$ cat src/rtl/stnode_pkg.sv
// Shared register selector codes for the status node.
package stnode_pkg;
    typedef enum logic [2:0] {
        SEL_COND   = 3'd0,
        SEL_EVENT  = 3'd1,
        SEL_ENABLE = 3'd2,
        SEL_RISE   = 3'd3,
        SEL_FALL   = 3'd4
    } reg_sel_e;
endpackage

$ cat src/rtl/stnode_masks.sv
// Holds the enable, rising-filter and falling-filter masks.
// Assumes the write data are already valid in the cycle of the write strobe.
// The reserved top bit is forced to zero on every write.
module stnode_masks
    import stnode_pkg::*;
#(
    parameter int WIDTH = 16
) (
    input  logic             clk,
    input  logic             rst_n,
    input  logic             wr_en,
    input  logic [2:0]       wr_sel,
    input  logic [WIDTH-1:0] wr_data,
    output logic [WIDTH-1:0] en_q,
    output logic [WIDTH-1:0] rise_q,
    output logic [WIDTH-1:0] fall_q
);
    localparam logic [WIDTH-1:0] USE_MASK = {1'b0, {(WIDTH-1){1'b1}}};

    logic [WIDTH-1:0] data_m;
    assign data_m = wr_data & USE_MASK;

    // Mask update: an enable write also loads the rising filter.
    always_ff @(posedge clk) begin
        if (!rst_n) begin
            en_q   <= '0;
            rise_q <= '0;
            fall_q <= '0;
        end else if (wr_en) begin
            case (wr_sel)
                SEL_ENABLE: begin
                    en_q   <= data_m;
                    rise_q <= data_m;
                end
                SEL_RISE: rise_q <= data_m;
                SEL_FALL: fall_q <= data_m;
                default:  ;
            endcase
        end
    end

    // an enable write leaves both masks holding the same value
    a_r4_enable_mirrors_rise: assert property (@(posedge clk) disable iff (!rst_n)
        (wr_en && wr_sel == SEL_ENABLE) |=> (rise_q == en_q));
endmodule

$ cat src/rtl/stnode_edges.sv
// Compares the condition vector with its copy from one clock earlier.
// Keeps each edge that its direction mask selects.
// Assumes cond_m is synchronous to clk.
module stnode_edges #(
    parameter int WIDTH = 16
) (
    input  logic             clk,
    input  logic             rst_n,
    input  logic [WIDTH-1:0] cond_m,
    input  logic [WIDTH-1:0] rise_q,
    input  logic [WIDTH-1:0] fall_q,
    output logic [WIDTH-1:0] set_vec
);
    logic [WIDTH-1:0] cond_q;

    // Previous-cycle copy of the conditions.
    always_ff @(posedge clk) begin
        if (!rst_n) cond_q <= '0;
        else        cond_q <= cond_m;
    end

    // Per-bit filter: the rising or falling edge, each gated by its own mask.
    for (genvar i = 0; i < WIDTH; i++) begin : g_bit
        always_comb begin
            set_vec[i] = (cond_m[i] & ~cond_q[i] & rise_q[i]) |
                         (~cond_m[i] & cond_q[i] & fall_q[i]);
        end
    end

    // a bit whose condition has not moved produces no set request
    a_r11_steady_no_set: assert property (@(posedge clk) disable iff (!rst_n)
        ((set_vec & ~(cond_m ^ cond_q)) == '0));
endmodule

$ cat src/rtl/stnode_events.sv
// Sticky event register: set requests accumulate, and a read-clear empties it.
// When a set and a clear fall in the same cycle, the set wins.
module stnode_events #(
    parameter int WIDTH = 16
) (
    input  logic             clk,
    input  logic             rst_n,
    input  logic [WIDTH-1:0] set_vec,
    input  logic             clr,
    output logic [WIDTH-1:0] evt_q
);
    // Event accumulation, with the same-cycle edge overriding the clear.
    always_ff @(posedge clk) begin
        if (!rst_n) evt_q <= '0;
        else        evt_q <= (clr ? '0 : evt_q) | set_vec;
    end

    // every set request is visible after the edge
    a_r9_set_survives_clear: assert property (@(posedge clk) disable iff (!rst_n)
        (set_vec != '0) |=> ((evt_q & $past(set_vec)) == $past(set_vec)));
    // with no clear, bits already recorded stay recorded
    a_r7_hold_between_reads: assert property (@(posedge clk) disable iff (!rst_n)
        !clr |=> ((evt_q & $past(evt_q)) == $past(evt_q)));
    // a clear removes every bit that was not set again
    a_r5_clear_on_read: assert property (@(posedge clk) disable iff (!rst_n)
        clr |=> ((evt_q & ~$past(set_vec)) == '0));
endmodule

$ cat src/rtl/stat_node.sv
// One status node: condition view, edge filters, sticky events, enable
// mask and summary line. Assumes host strobes last one cycle each.
// Bit WIDTH-1 is reserved and is held at zero throughout.
module stat_node
    import stnode_pkg::*;
#(
    parameter int WIDTH = 16
) (
    input  logic             clk,
    input  logic             rst_n,
    input  logic [WIDTH-1:0] cond_in,
    input  logic             wr_en,
    input  logic [2:0]       wr_sel,
    input  logic [WIDTH-1:0] wr_data,
    input  logic             rd_en,
    input  logic [2:0]       rd_sel,
    output logic [WIDTH-1:0] rd_data,
    output logic             summary
);
    localparam logic [WIDTH-1:0] USE_MASK = {1'b0, {(WIDTH-1){1'b1}}};

    logic [WIDTH-1:0] cond_m, en_q, rise_q, fall_q, set_vec, evt_q;
    logic             evt_clr;

    assign cond_m  = cond_in & USE_MASK;
    assign evt_clr = rd_en && (rd_sel == SEL_EVENT);

    stnode_masks #(.WIDTH(WIDTH)) u_masks (
        .clk(clk), .rst_n(rst_n), .wr_en(wr_en), .wr_sel(wr_sel),
        .wr_data(wr_data), .en_q(en_q), .rise_q(rise_q), .fall_q(fall_q)
    );

    stnode_edges #(.WIDTH(WIDTH)) u_edges (
        .clk(clk), .rst_n(rst_n), .cond_m(cond_m), .rise_q(rise_q),
        .fall_q(fall_q), .set_vec(set_vec)
    );

    stnode_events #(.WIDTH(WIDTH)) u_events (
        .clk(clk), .rst_n(rst_n), .set_vec(set_vec), .clr(evt_clr),
        .evt_q(evt_q)
    );

    // Read mux selected by rd_sel.
    always_comb begin
        case (rd_sel)
            SEL_COND:   rd_data = cond_m;
            SEL_EVENT:  rd_data = evt_q;
            SEL_ENABLE: rd_data = en_q;
            SEL_RISE:   rd_data = rise_q;
            SEL_FALL:   rd_data = fall_q;
            default:    rd_data = '0;
        endcase
    end

    // Summary: the enabled events OR-reduced for the parent node.
    assign summary = |(evt_q & en_q);

    // the reserved bit never reaches the read port
    a_r8_reserved_zero: assert property (@(posedge clk) disable iff (!rst_n)
        rd_data[WIDTH-1] == 1'b0);
    // no summary while the event register is empty
    a_r6_summary_needs_event: assert property (@(posedge clk) disable iff (!rst_n)
        summary |-> (evt_q != '0));
endmodule

$ cat config.mk
export PLATFORM = sky130hd
export DESIGN_NAME = stat_node
export DESIGN_NICKNAME = d
export VERILOG_FILES = /design/src/rtl/stnode_pkg.sv /design/src/rtl/stnode_masks.sv /design/src/rtl/stnode_edges.sv /design/src/rtl/stnode_events.sv /design/src/rtl/stat_node.sv
export SDC_FILE = /design/constraint.sdc
export NUM_CORES = 1
export LEC_CHECK = 0
export ABC_AREA = 0
export ABC_CLOCK_PERIOD_IN_PS = 3100
export BUFFER_PORTS_ARGS = -buffer_cell sky130_fd_sc_hd__buf_2
export CORE_UTILIZATION = 30
export CTS_BUF_LIST = sky130_fd_sc_hd__clkbuf_4 sky130_fd_sc_hd__clkbuf_8
export CTS_CLUSTER_DIAMETER = 120
export DETAILED_ROUTE_END_ITERATION = 10
export HOLD_SLACK_MARGIN = 0.08
export PLACE_DENSITY = 0.49
export SYNTH_ARGS = -nofsm -noshare
export SYNTH_HDL_FRONTEND = slang
export SYNTH_SLANG_ARGS = --single-unit
$ cat constraint.sdc
create_clock -name clk -period 3.1 [get_ports clk]
set_input_delay 0.62 -clock clk [delete_from_list [all_inputs] [get_ports clk]]
set_output_delay 0.62 -clock clk [all_outputs]
set_load 0.02 [all_outputs]
; Word level (Yosys, flattened, before mapping)
; Index checks and enable logic that the tools add are counted.
[word_totals]
regBits = 76
in_bits = 42
output_inout_bits = 17
[classes]
eq_ne = 7
muxes = 2
bitwise_logic = 107
reduce_logical = 7
[op_table]
columns = op, count
row1 = case mux 16 bit (5 select lines), 1
row2 = bitwise AND 1 bit, 60
row3 = inverter 1 bit, 30
row4 = bitwise AND 16 x 15 -> 16 bit, 1
row5 = 2-to-1 mux 16 bit, 1
row6 = OR 16 x 15 -> 16 bit, 1
row7 = OR reduction 16 bit, 1
row8 = OR 1 bit, 15
row9 = == test 3 x 2 -> 1 bit (second input constant), 4
row10 = == test 3 bit (second input constant), 2
row11 = AND reduction 2 bit, 3
row12 = == test 3 x 1 -> 1 bit (second input constant), 1
row13 = logical NOT 3 bit, 1
row14 = OR reduction 2 bit, 1
row15 = logical AND 1 bit, 1

; Longest topological paths before layout
[logic_depth]
word_depth = 5
depth_mapped = 5
mapped_depth_nobuf = 3

; Modules after synthesis
; Synthesis repeated with hierarchy kept, for this count alone.
[hier_totals]
hier_cells = 390
hier_area_um2 = 3751.1
[modules_own_cells]
columns = mod, instances, cells_each, area_per_inst_um2, seq_area_each_um2
row1 = stnode_masks, 1, 170, 1729.2, 900.9
row2 = stat_node, 1, 88, 764.5, 0.0
row3 = stnode_edges, 1, 81, 691.9, 320.3
row4 = stnode_events, 1, 51, 565.5, 320.3

; Least setup slack after synthesis
; No wires, ideal clock.
[synth_timing]
path_kind = input port to output port
from = input rd_sel[1]
to = output rd_data[0]
arrival_time_ps = 1432
required_ps = 2480
slack_ps = 1048
path_stages = 5
path_cell_list = buf_6 -> buf_6 -> mux2i_1 -> nor2_1 -> a211o_1
[synth_via]
elab_chain_len = 2
word_cells_on_any_way = 6
[synth_lines]
columns = element, line
row1 = from (decl), stat_node.sv:16  ; input logic [2:0] rd_sel,
row2 = "== test 3 bit, or another cell as far along", stat_node.sv:45  ; case (rd_sel)
row3 = case mux 16 bit (5 select lines) *, stat_node.sv:45
row4 = to (decl), stat_node.sv:17  ; output logic [WIDTH-1:0] rd_data,
; Every way passes the cells marked *; elsewhere a longest branch is shown, timed or not.

; Worst setup path in the final report
[layout_timing]
from = input rd_sel[1]
to = output rd_data[12]
; Same word-level chain as after synthesis.

==> flow_summary.yaml <==
layout:
  nFillCells: 1157
  drive_above_1_share: 0.184
  final_cell_area_sq_um: 3980
  nNetsFinal: 483
  diodes: 0
  area_delta_synth_final_pct: 17.7
pwr:
  power.density_nw_per_um2: 521
  power_w: 0.00207
  peakVddDrop_uv: 191
  p_leak_nw: 1.61
sta:
  rsz0062_at_grt: "no"
  worst-slew-pin-transition_ps: 879
  period_minus_slack_ps: 2430
  fin_ws_ps: 672
  tns_ps: 0
  hold_viol_final: 0
  slew_violations: 0
  fin_skew_ps: 10.4
  max_freq_ghz: 0.412
  post-route-period-util: 0.783
  relSlewSlack: 0.413
  setup_violations: 0
worst_setup_path:
  rrSetupSlack_ps: 2390
  cp-end-kind: "primary output"
  r2r-end: "u_events.evt_q[12]$_SDFF_PN0_"
  cp.arrival_ps: 1810
  crit_top_cell: "buf_2"
  worstPathRequired_ps: 2480
  crit-reg2reg-launch: "u_edges.cond_q[12]$_SDFF_PN0_"
  max_stage_delay_ps: 400
  path_max_fanout: 11
  crit_path_start_kind: "input port"
  crit_type: "input port to primary output"
  rr_worst_depth: 2
  cpMaxStageDelayCell: "nor3b_2"
  path_cells: "buf_2, nor3b_2, buf_4, a21o_1, buf_2"
floorplanning:
  die_area_sq_um: 11700
  initial_core_util: 0.310
  core_sq_um: 10900
  rows: 38
  io_pins: 59
  die_x_um: 108
  die_h_um: 108
synth:
  ys.flop_type: "dfxtp_1"
  ys_ff_latch: 75
  async_flop_share: 0
  synth_area_leaders: "dfxtp_1 44%, nand2_1 10%, mux2i_1 8.6%"
  syn_inst: 394
  synth.top_cell.area_share: 0.444
  yosys.area.top_type: "dfxtp_1"
  synth_commonest_cells: "91 x nand2_1, 75 x dfxtp_1, 31 x a21oi_1, 31 x nand3b_1, 29 x mux2i_1"
  synth-edff-count: 0
  syn-cell-area_sq_um: 3380
  yosysSeqAreaShare: 0.444
  synth_cell_types: 31
  yosysMostFrequentCell: "nand2_1"
  avgSynthCellArea_sq_um: 8.58
  yosys_warnings: 0
  syn_nets: 436
detailed_routing:
  ant_nets: 0
  initialDrtViolationCount: 159
  vias: 2976
  vias_per_cell: 5.08
  firstDrtPassIters: 4
  wire_per_inst_um: 16.4
  wirelength_um: 9620
  drc: 0
worst_hold_path:
  hold_path_end: "u_masks.fall_q[7]$_SDFFE_PN0P_"
  worst_hold_startpoint: "u_masks.fall_q[7]$_SDFFE_PN0P_"
  hp-class: "register to register"
  holdPathStages: 2
outcome:
  status: "finished clean"
clock_network:
  cts_tree: "built"
  clk_latency_ps: 350
  cts_buffer_depth: 2
  cts_resized: 0
  cts.sinks: 75
  cts-root-buf: "clkbuf_8"
  path_clk_slew_ps: 70
  cts_setup_buffers: 0
  hold_buffers: 0
  cts_buffers: 9
  htreeDepth: 3
placed_design:
  numPortBuffers: 55
  gp_congestion: 0.733
  dpl-instance-area_sq_um: 3750
  hpwl_um: 5940
  pre_cts_ws_ps: 645
grt:
  grt_max_degree: 46
  overflow: 0
  antenna_found_initial: 0
  grt_pass1_wl_um: 15200
  grt_pass1_vias: 2860
  grt_usage: 0.174
flow_run:
  drv_cap: 0
through the flow:
step                      cells  hold slack, ps   util
after CTS                   586             477  0.365
after global placement      570             462  0.345
after global routing        586             498  0.365
after detailed placement    570             466  0.345
after floorplan             394             449      -
final                       586             475  0.365
cells by family (layout without fill, tap and decap cells):
| kind of cell | count (synthesis) | count (layout) | share of synthesized area |
|---|---|---|---|
| simple gates | 164 | 164 | 0.250 |
| buf+inv | 28 | 80 | 0.0459 |
| flops | 75 | 75 | 0.444 |
| compound gates | 97 | 97 | 0.173 |
| other cells | 1 | 1 | 0.00111 |
| mux | 29 | 29 | 0.0859 |
layout make-up:
cell class	instances	area (sq um)	share of cell area
multi-input cells	291	1720	0.433
flip-flops and latches	75	1500	0.377
repair buffers	63	348	0.0874
well taps	140	175	0.0440
clock buffers	10	138	0.0346
clock inverters	6	88.8	0.0223
inverters	1	3.75	0.000944
layer usage:
metal,up-vias,part of all wire,GRT usage,wire length [um]
met1,1432,0.50,0.230,4780
met5,-,0,0,0
met3,9,0.024,0.0217,234
met4,0,0.014,0.0753,135
met2,48,0.46,0.285,4470
li1,1487,-,-,-
cells in the final DEF (no fill, tap or decap), types with 2 or more instances in the layout:
cell	Yosys	final
o21ai_0	15	15
and2_1	15	15
a21o_1	14	14
a21oi_1	31	31
clkinvlp_4	0	2
nand2b_1	2	2
nand3_1	15	15
clkbuf_8	0	10
nand2_1	91	91
a22oi_1	4	4
buf_4	7	7
a31oi_1	15	15
nand4bb_1	3	3
nand3b_1	31	31
dfxtp_1	75	75
mux2i_1	29	29
bufinv_16	0	2
buf_2	7	55
o22ai_1	14	14
worst max-delay path by stage:
stage,startpoint,endpoint,slack [ps],cells after the start
finish,rd_sel[1],rd_data[12],670,5
global route,rd_sel[1],rd_data[12],570,5
CTS,rd_sel[1],rd_data[12],650,5
detailed placement,rd_sel[1],rd_data[12],650,5
global placement,rd_sel[1],rd_data[12],630,5
floorplan,rd_sel[1],rd_data[0],1050,5
flip-flops by register name (all words and copies together), names as in the netlist:
register,flops
u_events.evt_q,15
u_masks.rise_q,15
u_masks.fall_q,15
u_masks.en_q,15
u_edges.cond_q,15
where the power goes:
group | internal [W] | switching (W) | total [W]
clock | 0.000475 | 0.000383 | 0.000858
combinational | 0.0000804 | 0.000120 | 0.000201
sequential | 0.000992 | 0.0000199 | 0.00101
critical path: cells and delay by family:
| kind | cells | cell delay (ps) |
|---|---|---|
| simple gates | 1 | 400 |
| buf+inv | 3 | 610 |
| compound gates | 1 | 160 |
Note: power is estimated with default switching activity, not from simulation.
